**src/rtl/ppwm_pkg.sv**
```systemverilog
package ppwm_pkg;

    // Reset contents of the waveform table: alternating low and high duty.
    localparam int DEF_LOW  = 3750;
    localparam int DEF_HIGH = 11520;

    // Which half of the step sequence a channel owns.
    typedef enum logic {
        PH_LEAD = 1'b0,
        PH_LAG  = 1'b1
    } phase_e;

    // Routing of the current table sample toward the channels.
    typedef struct packed {
        logic live;   // latched enable for the running pass
        logic lag;    // index sits in the second half of the sequence
    } route_t;

    function automatic logic [31:0] default_entry(input int i);
        return (i % 2 == 0) ? 32'(DEF_LOW) : 32'(DEF_HIGH);
    endfunction

endpackage

```
**src/rtl/ppwm_counter.sv**
```systemverilog
module ppwm_counter #(
    parameter int W = 16
) (
    input  logic         clk,
    input  logic         rst,
    input  logic [W-1:0] period,
    output logic [W-1:0] cnt,
    output logic         ovf
);

    // Wrap on reaching or passing the limit, so lowering the period mid-run
    // never lets the counter run on to its full range.
    assign ovf = (cnt >= period);

    always_ff @(posedge clk) begin
        if (rst) begin
            cnt <= '0;
        end else if (ovf) begin
            cnt <= '0;
        end else begin
            cnt <= cnt + W'(1);
        end
    end

endmodule

```
**src/rtl/ppwm_stepper.sv**
```systemverilog
module ppwm_stepper #(
    parameter int N  = 16,
    parameter int IW = 4
) (
    input  logic          clk,
    input  logic          rst,
    input  logic          ovf,
    input  logic          enable,
    output logic [IW-1:0] idx,
    output logic          en_q,
    output logic          pass_end
);

    localparam logic [IW-1:0] LAST = IW'(N - 1);

    logic wrap;
    assign wrap = ovf && (idx == LAST);

    always_ff @(posedge clk) begin
        if (rst) begin
            idx      <= '0;
            en_q     <= 1'b0;
            pass_end <= 1'b0;
        end else begin
            pass_end <= wrap;
            if (ovf) begin
                idx <= wrap ? '0 : idx + IW'(1);
            end
            if (wrap) begin
                en_q <= enable;   // enable is committed only between passes
            end
        end
    end

endmodule

```
**src/rtl/ppwm_wavetable.sv**
```systemverilog
module ppwm_wavetable #(
    parameter int W    = 16,
    parameter int HALF = 8,
    parameter int TW   = 3
) (
    input  logic          clk,
    input  logic          rst,
    input  logic          wr_en,
    input  logic [TW-1:0] wr_addr,
    input  logic [W-1:0]  wr_data,
    input  logic [TW-1:0] rd_addr,
    output logic [W-1:0]  rd_data
);

    logic [W-1:0] mem [HALF];

    always_ff @(posedge clk) begin
        if (rst) begin
            for (int i = 0; i < HALF; i++) begin
                mem[i] <= W'(ppwm_pkg::default_entry(i));
            end
        end else if (wr_en && (int'(wr_addr) < HALF)) begin
            mem[wr_addr] <= wr_data;
        end
    end

    assign rd_data = mem[rd_addr];

endmodule

```
**src/rtl/ppwm_channel.sv**
```systemverilog
module ppwm_channel #(
    parameter int              W     = 16,
    parameter ppwm_pkg::phase_e PHASE = ppwm_pkg::PH_LEAD
) (
    input  logic             clk,
    input  logic             rst,
    input  logic             ovf,
    input  ppwm_pkg::route_t route,
    input  logic [W-1:0]     sample,
    input  logic [W-1:0]     cnt,
    output logic [W-1:0]     act,
    output logic             pwm
);

    logic         mine;
    logic [W-1:0] shadow_q;

    assign mine = route.live && (route.lag == PHASE);

    // Shadow follows the table every clock; active compare takes it at wrap.
    always_ff @(posedge clk) begin
        if (rst) begin
            shadow_q <= '0;
            act      <= '0;
        end else begin
            shadow_q <= mine ? sample : '0;
            if (ovf) begin
                act <= shadow_q;
            end
        end
    end

    assign pwm = (cnt < act);

endmodule

```
**src/rtl/ppwm_top.sv**
```systemverilog
module ppwm_top #(
    parameter int  W    = 16,
    parameter int  HALF = 8,
    localparam int TW   = $clog2(HALF)
) (
    input  logic          clk,
    input  logic          rst,
    input  logic [W-1:0]  period,
    input  logic          wr_en,
    input  logic [TW-1:0] wr_addr,
    input  logic [W-1:0]  wr_data,
    input  logic          enable,
    output logic          pwm_a,
    output logic          pwm_b,
    output logic          pass_end
);

    localparam int N  = 2 * HALF;
    localparam int IW = $clog2(N);

    logic [W-1:0]          cnt_q;
    logic                  ovf;
    logic [IW-1:0]         idx;
    logic                  en_q;
    logic [TW-1:0]         rd_idx;
    logic [W-1:0]          sample;
    ppwm_pkg::route_t      route;
    logic [1:0][W-1:0]     cmp_act;
    logic [1:0]            pwm_w;

    ppwm_counter #(.W(W)) u_cnt (
        .clk    (clk),
        .rst    (rst),
        .period (period),
        .cnt    (cnt_q),
        .ovf    (ovf)
    );

    ppwm_stepper #(.N(N), .IW(IW)) u_step (
        .clk      (clk),
        .rst      (rst),
        .ovf      (ovf),
        .enable   (enable),
        .idx      (idx),
        .en_q     (en_q),
        .pass_end (pass_end)
    );

    assign route.live = en_q;
    assign route.lag  = (idx >= IW'(HALF));
    assign rd_idx     = route.lag ? TW'(idx - IW'(HALF)) : TW'(idx);

    ppwm_wavetable #(.W(W), .HALF(HALF), .TW(TW)) u_tab (
        .clk     (clk),
        .rst     (rst),
        .wr_en   (wr_en),
        .wr_addr (wr_addr),
        .wr_data (wr_data),
        .rd_addr (rd_idx),
        .rd_data (sample)
    );

    for (genvar c = 0; c < 2; c++) begin : g_ch
        ppwm_channel #(
            .W     (W),
            .PHASE (c == 0 ? ppwm_pkg::PH_LEAD : ppwm_pkg::PH_LAG)
        ) u_ch (
            .clk    (clk),
            .rst    (rst),
            .ovf    (ovf),
            .route  (route),
            .sample (sample),
            .cnt    (cnt_q),
            .act    (cmp_act[c]),
            .pwm    (pwm_w[c])
        );
    end

    assign pwm_a = pwm_w[0];
    assign pwm_b = pwm_w[1];

endmodule

```
**config.mk**
```make
export PLATFORM = sky130hd
export DESIGN_NAME = ppwm_top
export DESIGN_NICKNAME = d
export VERILOG_FILES = /design/src/rtl/ppwm_pkg.sv /design/src/rtl/ppwm_counter.sv /design/src/rtl/ppwm_stepper.sv /design/src/rtl/ppwm_wavetable.sv /design/src/rtl/ppwm_channel.sv /design/src/rtl/ppwm_top.sv
export SDC_FILE = /design/constraint.sdc
export NUM_CORES = 1
export LEC_CHECK = 0
export CAP_MARGIN = 20
export CORE_MARGIN = 8
export CORE_UTILIZATION = 25
export CTS_CLUSTER_DIAMETER = 150
export DETAILED_ROUTE_END_ITERATION = 16
export GPL_ROUTABILITY_DRIVEN = 0
export PLACE_DENSITY = 0.39
export SLEW_MARGIN = 20
export SYNTH_ARGS = -nofsm -noshare
export SYNTH_HDL_FRONTEND = slang
export SYNTH_SLANG_ARGS = --single-unit
```
**constraint.sdc**
```tcl
create_clock -name clk -period 4.53 [get_ports clk]
set_input_delay 0.453 -clock clk [delete_from_list [all_inputs] [get_ports clk]]
set_output_delay 0.453 -clock clk [all_outputs]
set_load 0.02 [all_outputs]
```
==> reports/summary.txt, run 1 <==
Die X = 214 µm
Final Setup Violations = 0
Design Area, Final = 11600 µm²
final setup TNS = 0 ps
Clock Skew = 23.0 ps
critical path's top delay family = compound AO/OA/AOI/OAI gates
worst skew pair latency = 530 ps
Int Pwr = 0.00339 W
share of cells above drive strength 1 = 12.7%
Flop pwr share = 50.4%
slew margin rel. = 36.1%
Yosys reg bits = 217
status = finished, final reports clean
vias post-DR = 5651
Port Buffer Count = 41
clk root buf = clkbuf_16
NetSw = 0.000946 W
clk slew on worst S/H paths = 60 ps
Async SR Flop Fraction = 0%
WL final = 24600 µm
syn_nets = 866
largest net degree at the start of global routing = 51
minimum clock period = 3600 ps
Arr. time, crit path = 3140 ps
PostCTS Resize Cnt = 0
Starting Density = 25.4%
TritonCTS clock tree = done
Worst EP required = 4080 ps
vias in the first global route = 6171
Post-synth EDFFs = 128
Avg Inst Size Synth = 12.6 µm²
fin. max-slew vios = 0
Overflow after GRT = 0
post-CTS setup buffer count = 0
die height = 214 µm
n_diodes = 0
Sw Ratio = 21.8%
Yosys top cell by area = edfxtp_1
Lkg Pwr = 4.04 nW
WP buf/inv = 1
synth top area cells = edfxtp_1 (39%), dfxtp_1 (18%), mux4_2 (7.3%), ha_1 (6.2%), and2_1 (5.3%)
max incr delay on CP = 660 ps
ys flop type = edfxtp_1
num rows = 72
Combinational Power Share = 5.1%
Die ar. = 45900 µm²
clock power share = 44.5%
DRT iter0 DRCs = 234
initial antenna violation count = 1
Final Hold Vio Count = 0
worst-case clock buffer depth = 3
period utilisation layout = 79.4%
CTS H-tree depth = 1
Critical Path Start Type = flop
Seq/Total Area, Yosys = 57.2%
DPL Wire Length = 16000 µm
DRC errors left = 0
crit-path max FO = 8
vias per cell = 4.15
dpl cells = 1318
fin cells = 1362
cts hold-fix bufs = 0
Synth Instances = 778
Synth cell types = 47
Cell Chain, Critical Path = ha_1 -> a21o_1 -> a211oi_1 -> o211ai_1 -> a2111o_1 -> a21oi_1 -> clkdlybuf4s50_1
kind of critical path = flop to primary output
Worst Hold Class = flop to flop
drt first pass iters = 4
Synth-to-Final Area Change = 18.2%
Core Region = 38700 µm²
first-pass GRT wire length = 38200 µm
most frequent cell after synthesis = edfxtp_1
worst vdd ir = 0.244 mV
total CTS buffers = 25
FMAX = 0.278 GHz
Total Power = 0.00434 W
Total GRT Usage = 10.7%
Mapped Area = 9840 µm²
top-area cell type share of the netlist area = 39.1%
Synth top cells by count = edfxtp_1 (128), dfxtp_1 (89), nor2_1 (89)
RSZ-0062 raised after global routing = no
Nets = 915
CP max-delay cell = clkdlybuf4s50_1
MaxCap Viol Count = 0
Syn. warnings = 0
post-route ant nets = 0
# clock sinks = 217
total placed instance area = 10800 µm²
Top Ports = 42
Worst Max-Slew Pin Slew = 959 ps
WHS = 464 ps
drt wl/cell = 18.1 µm
power per cell area = 373 nW/µm²
kind of end point of the critical path = primary output
==> layout make-up <==
type / instances / area, µm²
repair buffers: 57 / 526
multi-input cells: 474 / 3840
flip-flops and latches: 217 / 5630
clock inverters: 3 / 30.0
clock buffers: 41 / 756
well taps: 518 / 648
inverters: 52 / 195
fillers: 3973 / 27100
==> cell usage in the layout (no fill, tap or decap), types with 3 or more instances in the layout <==
cell	instances
a211oi_1	3
a21o_1	7
a21oi_1	11
a31oi_1	3
and2_1	84
buf_4	16
clkbuf_1	9
clkbuf_16	25
clkbuf_8	7
clkdlybuf4s50_1	40
dfxtp_1	88
edfxtp_1	128
ha_1	49
inv_1	52
mux2i_1	51
mux4_2	32
nand2_1	9
nand2b_1	18
nand3_1	9
nand4_1	8
nor2_1	89
nor2_4	8
nor3_1	3
o21ai_0	5
or2_2	9
or3_1	33
xnor2_1	8
xor2_1	7
==> worst reg2reg max path: stages (launching register included) <==
cell	delay [ps]
dfxtp_1	390
ha_1	330
nand4_1	120
nor3_1	320
o2111ai_1	220
nand3_2	110
buf_4	520
nand4_1	250
mux2i_1	160
==> cell families (layout without fill, tap and decap cells) <==
| kind of cell | after synthesis | after routing | synth area share, % |
|---|---|---|---|
| buf+inv | 87 | 153 | 3.82 |
| compound gates | 42 | 42 | 2.86 |
| simple gates | 285 | 285 | 16.0 |
| flops | 217 | 217 | 57.2 |
| xor+xnor | 15 | 15 | 1.34 |
| fa+ha+maj | 49 | 49 | 6.23 |
| mux | 83 | 83 | 12.5 |
==> per-stage QoR <==
step | worst slack (ps) | util (%)
after global placement | 1450 | 28.0
after floorplan | 2040 | -
after CTS | 861 | 30.0
after global routing | 631 | 30.0
after detailed placement | 1410 | 28.0
final | 932 | 30.0
==> worst paths after layout <==
| check | depth (start not counted) | slack, ps | from | end |
|---|---|---|---|---|
| worst max-delay path | 7 | 930 | u_cnt.cnt[5] | pwm_a |
| worst min-delay path | 2 | 460 | g_ch[0].u_ch.shadow_q[8] | g_ch[0].u_ch.act[8] |
| worst max register to register | 8 | 2000 | u_cnt.cnt[13] | u_step.en_q |
| worst min register to register | 2 | 460 | g_ch[0].u_ch.shadow_q[8] | g_ch[0].u_ch.act[8] |
==> power by group through the flow <==
stage	clock network, W	logic [W]	registers [W]
final	0.00193	0.000222	0.00218
after global routing	0.00207	0.000246	0.00219
after CTS	0.00200	0.000229	0.00219
after detailed placement	0	0.000228	0.00223
after global placement	0	0.000229	0.00223
after floorplan	0	0.000119	0.00222
==> flip-flops by register name (all words and copies together) (netlist names), named ones only <==
signal	cells
g_ch.u_ch.act	32
g_ch.u_ch.shadow_q	32
u_tab.mem	128
u_cnt.cnt	16
u_step.pass_end	1
u_step.idx	4
u_step.en_q	1
==> routing by layer <==
metal / vias to the layer above / global-route usage (%) / share of wire (%)
met5: - / 0 / 0
met4: 0 / 2.15 / 1.9
met3: 31 / 1.57 / 3.1
met2: 87 / 18.8 / 49
met1: 2684 / 13.8 / 46
li1: 2849 / - / -
Note: power is estimated with default switching activity, not from simulation.
==> run 2: changes to the inputs <==
- clock period: 4.53 -> 3.4 ns (I/O delays scaled with it)
==> run 2 against run 1 <==
Against the previous run:
- die area unchanged
- via count up 0.80%
- clock skew up 6.8 ps
- routed wire length up 0.47%
- count of clock-buffer cells in the layout is 9 lower
- critical endpoint is now pwm_b
- largest cell class unchanged
- largest power group unchanged
- highest routed layer unchanged
==> reports/summary.txt, run 2 (same netlist as run 1, synthesis figures left out) <==
DRT iter0 DRCs = 218 (was 234)
share of cells above drive strength 1 = 13.4% (was 12.7%)
kind of critical path = flop to primary output (unchanged)
Top Ports = 42 (unchanged)
Nets = 919 (was 915)
R2R depth = 8 (unchanged)
crit-path max FO = 6 (was 8)
kind of end point of the critical path = primary output (unchanged)
Worst Hold Class = input pin to flop (was flop to flop)
Biggest register = u_tab.mem (unchanged)
dpl cells = 1321 (was 1318)
Worst Max-Slew Pin Slew = 817 ps (was 959 ps)
commonest cells after routing, fill and taps aside = edfxtp_1 (128), nor2_1 (89), dfxtp_1 (88) (unchanged)
Hold Crit Start = enable (was g_ch[0].u_ch.shadow_q[8])
Hold Crit Depth = 3 (was 2)
max reg flops = 128 (unchanged)
vias in the first global route = 6168 (was 6171)
met1 usage = 13.8% (about the same)
worst-case clock buffer depth = 3 (unchanged)
Starting Density = 25.4% (unchanged)
vias post-DR = 5696 (was 5651)
Core Region = 38700 µm² (unchanged)
power per cell area = 514 nW/µm² (was 373 nW/µm²)
commonest non-fill, non-tap cell in the layout = edfxtp_1 (unchanged)
Overflow after GRT = 0 (unchanged)
TritonCTS clock tree = done (unchanged)
minimum clock period = 3110 ps
Worst EP required = 3060 ps (was 4080 ps)
drt first pass iters = 6 (was 4)
drt wl/cell = 18.0 µm (was 18.1 µm)
clk slew on worst S/H paths = 60 ps (about the same)
fin cells = 1370 (was 1362)
Final Setup Violations = 0 (unchanged)
Arr. time, crit path = 2770 ps (was 3140 ps)
worst hold endpoint = u_step.en_q (was g_ch[0].u_ch.act[8])
Die X = 214 µm (unchanged)
Lkg Pwr = 4.10 nW (was 4.04 nW)
total CTS buffers = 26 (was 25)
worst vdd ir = 0.375 mV (was 0.244 mV)
vias per cell = 4.16 (was 4.15)
post-CTS setup buffer count = 0 (unchanged)
CTS H-tree depth = 1 (unchanged)
reg2reg start = u_cnt.cnt[13] (unchanged)
Port Buffer Count = 41 (unchanged)
fin. max-slew vios = 0 (unchanged)
worst skew pair latency = 550 ps (was 530 ps)
Clock Skew = 29.8 ps (was 23.0 ps)
first-pass GRT wire length = 38600 µm (was 38200 µm)
Total GRT Usage = 10.8% (was 10.7%)
FMAX = 0.322 GHz
largest net degree at the start of global routing = 49 (was 51)
# clock sinks = 217 (unchanged)
Top Usage Layer GRT = met2 (unchanged)
DPL Wire Length = 16200 µm (was 16000 µm)
Critical Path Start Type = flop (unchanged)
reg-to-reg slack, setup = 860 ps (was 2000 ps)
Reg2Reg Capture Point = u_step.en_q (unchanged)
final setup TNS = 0 ps (unchanged)
Regs by FF count = u_tab.mem x128, g_ch.u_ch.act x32, g_ch.u_ch.shadow_q x32 (unchanged)
MaxCap Viol Count = 0 (unchanged)
Die ar. = 45900 µm² (unchanged)
period utilisation layout = 91.4%
clk root buf = clkbuf_16 (unchanged)
initial antenna violation count = 1 (unchanged)
routing usage on met3 = 1.95% (was 1.57%)
slew margin rel. = 45.4% (was 36.1%)
met2 Track Usage GR = 18.8% (about the same)
Final Hold Vio Count = 0 (unchanged)
status = finished, final reports clean (unchanged)
RSZ-0062 raised after global routing = no (unchanged)
post-route ant nets = 0 (unchanged)
num rows = 72 (unchanged)
WL final = 24700 µm (was 24600 µm)
Synth-to-Final Area Change = 19.4% (was 18.2%)
DRC errors left = 0 (unchanged)
die height = 214 µm (unchanged)
-- run 2: changes by cell type in the layout (fill, tap and decap cells not counted), moves of 2 or more --
cell / change
clkinv_1: +7
clkbuf_1: -6
clkbuf_8: -4
buf_4: +3
bufinv_16: +3
clkdlybuf4s50_1: -2
clkinvlp_4: +2
dlygate4sd2_1: +2
-- run 2: where the power goes --
part           switching [W]  internal [W]
sequential         0.0000277       0.00288
clock                0.00113       0.00170
combinational       0.000173      0.000124
total                0.00133       0.00471
-- run 2: routing by layer --
metal,vias up,part of all wire [%]
met2,77,49
met5,-,0
met3,32,4.1
met1,2724,45
li1,2863,-
met4,0,2.0
-- run 2: worst max path at each step --
stage / from / to / slack [ps]
6_report: u_cnt.cnt[9] / pwm_b / 290
5_1_grt: u_cnt.cnt[9] / pwm_b / 30
4_1_cts: u_cnt.cnt[1] / pwm_a / 210
3_5_place_dp: period[13] / u_cnt.cnt[5] / 400
3_3_place_gp: period[15] / u_cnt.cnt[2] / 440
2_1_floorplan: u_cnt.cnt[9] / pwm_b / 1030
-- run 2: what timing repair did --
action / in CTS / in global routing
resized for setup: 2 / 0
setup endpoints to repair: 2 / 0
hold buffers: 0 / 0
-- run 2: cell type report --
type                    count  area [µm²]
multi-input cells         474        3840
diodes                      1        2.50
repair buffers             60         546
clock inverters            16         180
well taps                 518         648
fillers                  4003       27000
flip-flops and latches    217        5630
inverters                  52         195
clock buffers              32         703
-- run 2: worst max-delay path, stage by stage (launching register included) --
cell	delay (ps)
dfxtp_1	440
ha_1	280
a21o_1	160
a21o_1	170
a211oi_1	220
o21bai_1	100
a21o_1	180
a221oi_1	290
dlygate4sd2_1	390
-- run 2: metrics by stage --
step / setup WS (ps) / cell area (µm²) / hold WS, ps / power (W) / utilization [%]
floorplan: 1030 / 9840 / 440 / 0.00311 / -
global placement: 440 / 10900 / 446 / 0.00328 / 28.0
detailed placement: 403 / 10900 / 454 / 0.00328 / 28.0
CTS: 210 / 11700 / 399 / 0.00614 / 30.3
global route: 28.5 / 11700 / 399 / 0.00627 / 30.3
finish: 292 / 11700 / 409 / 0.00604 / 30.3
==> run 3: changes to the inputs <==
- SETUP_SLACK_MARGIN: unset -> 0.2
- TNS_END_PERCENT: unset -> 100
==> run 3 against run 2 <==
Against the previous run:
- core utilization is essentially flat
- fmax grew 4.6%
- clock skew is the same
- sequential power is essentially flat
- worst hold slack is the same
- count of clock-buffer cells in the layout is the same
- critical path depth is the same
- non-clock buffer count is the same
- largest cell class unchanged
==> reports/summary.txt, run 3 (same netlist as run 1, synthesis figures left out) <==
Starting Density = 25.4% (unchanged)
power per cell area = 514 nW/µm² (about the same)
status = finished, final reports clean (unchanged)
Total Power = 0.00604 W (about the same)
drt first pass iters = 6 (unchanged)
vias post-DR = 5696 (unchanged)
largest net degree at the start of global routing = 49 (unchanged)
MaxCap Viol Count = 0 (unchanged)
first-pass GRT wire length = 38600 µm (unchanged)
FMAX = 0.336 GHz (was 0.322 GHz)
total CTS buffers = 26 (unchanged)
minimum clock period = 2970 ps (was 3110 ps)
commonest non-fill, non-tap cell in the layout = edfxtp_1 (unchanged)
post-route ant nets = 0 (unchanged)
worst skew pair latency = 550 ps (about the same)
DRC errors left = 0 (unchanged)
clk root buf = clkbuf_16 (unchanged)
Core Region = 38700 µm² (unchanged)
fin. max-slew vios = 0 (unchanged)
period utilisation layout = 87.4% (was 91.4%)
Worst Max-Slew Pin Slew = 817 ps (unchanged)
Lkg Pwr = 4.10 nW (about the same)
# clock sinks = 217 (unchanged)
Fillers = 4004 (was 4003)
Final Hold Vio Count = 0 (unchanged)
Worst Hold Class = input pin to flop (unchanged)
Die X = 214 µm (unchanged)
Seq. cell area = 5630 µm² (unchanged)
Final Setup Violations = 0 (unchanged)
commonest cells after routing, fill and taps aside = edfxtp_1 (128), nor2_1 (89), dfxtp_1 (88) (unchanged)
WL final = 24700 µm (about the same)
slew margin rel. = 45.4% (unchanged)
Die ar. = 45900 µm² (unchanged)
Critical Path Start Type = flop (unchanged)
Regs by FF count = u_tab.mem x128, g_ch.u_ch.act x32, g_ch.u_ch.shadow_q x32 (unchanged)
drt wl/cell = 18.0 µm (about the same)
Biggest register = u_tab.mem (unchanged)
DRT iter0 DRCs = 218 (unchanged)
kind of end point of the critical path = primary output (unchanged)
cts hold-fix bufs = 0 (unchanged)
Arr. time, crit path = 2630 ps (was 2770 ps)
area of the multi-input gates = 3840 µm² (unchanged)
Overflow after GRT = 0 (unchanged)
TritonCTS clock tree = done (unchanged)
vias in the first global route = 6168 (unchanged)
crit-path max FO = 6 (unchanged)
vias per cell = 4.16 (unchanged)
die height = 214 µm (unchanged)
RSZ-0062 raised after global routing = yes (was no)
CTS H-tree depth = 1 (unchanged)
initial antenna violation count = 1 (unchanged)
worst-case clock buffer depth = 3 (unchanged)
num rows = 72 (unchanged)
max reg flops = 128 (unchanged)
worst vdd ir = 0.375 mV (unchanged)
clk slew on worst S/H paths = 60 ps (about the same)
DPL Wire Length = 16200 µm (unchanged)
Worst EP required = 3060 ps (about the same)
Total GRT Usage = 10.8% (unchanged)
Clock Skew = 29.8 ps (unchanged)
Port Buffer Count = 41 (unchanged)
Top Ports = 42 (unchanged)
Synth-to-Final Area Change = 19.3% (was 19.4%)
kind of critical path = flop to primary output (unchanged)
final setup TNS = 0 ps (unchanged)
Nets = 919 (unchanged)
share of cells above drive strength 1 = 13.6% (was 13.4%)
==> run 3: power breakdown <==
group | internal [W] | switching (W)
clock network | 0.00170 | 0.00113
registers | 0.00288 | 0.0000277
logic | 0.000122 | 0.000173
total | 0.00471 | 0.00133
==> run 3: what timing repair did <==
| item | 4_1_cts | 5_1_grt |
|---|---|---|
| resized for setup | 2 | 5 |
| setup buffers | 0 | 0 |
| setup endpoints to repair | 2 | 2 |
==> run 3: path summary, 6_finish.rpt <==
kind                                                 from                    to  slack (ps)  cells after the start
worst min register to register  g_ch[0].u_ch.shadow_q[13]  g_ch[0].u_ch.act[13]         470                      2
worst min-delay path                               enable           u_step.en_q         410                      3
worst max-delay path                         u_cnt.cnt[9]                 pwm_b         430                      8
worst max register to register              u_cnt.cnt[13]           u_step.en_q         860                      8
==> run 3: critical path: stages, from the launching register on <==
cell      delay, ps
dfxtp_1         440
ha_1            280
a21o_1          160
a21o_1          170
a211oi_1        220
o21bai_1        100
a21o_1          180
a221oi_1        310
clkbuf_2        240
==> run 3: cell type report <==
type,count,share of cell area (%)
clock inverter,16,1.53
timing repair buffer,60,4.58
tap,518,5.52
inverter,52,1.66
multi-input combinational,474,32.8
clock buffer,32,5.99
sequential,217,47.9
antenna,1,0.0213
==> run 3: layer usage <==
metal  up-vias  wire [µm]  global-route usage, %
met4         0        482                   2.54
met2        77      12000                   18.8
met1      2724      11200                   13.8
li1       2863          -                      -
met5         -          0                      0
met3        32       1030                   1.95
==> run 3: per-stage QoR <==
stage                     hold slack [ps]  std cells  setup WS (ps)  instance area (µm²)  utilization [%]
after floorplan                       440        778           1030                 9840                -
after global placement                446       1321            440                10900             28.0
after detailed placement              454       1321            403                10900             28.0
after CTS                             399       1369            210                11700             30.3
after global routing                  399       1369            171                11700             30.3
final                                 409       1370            427                11700             30.3
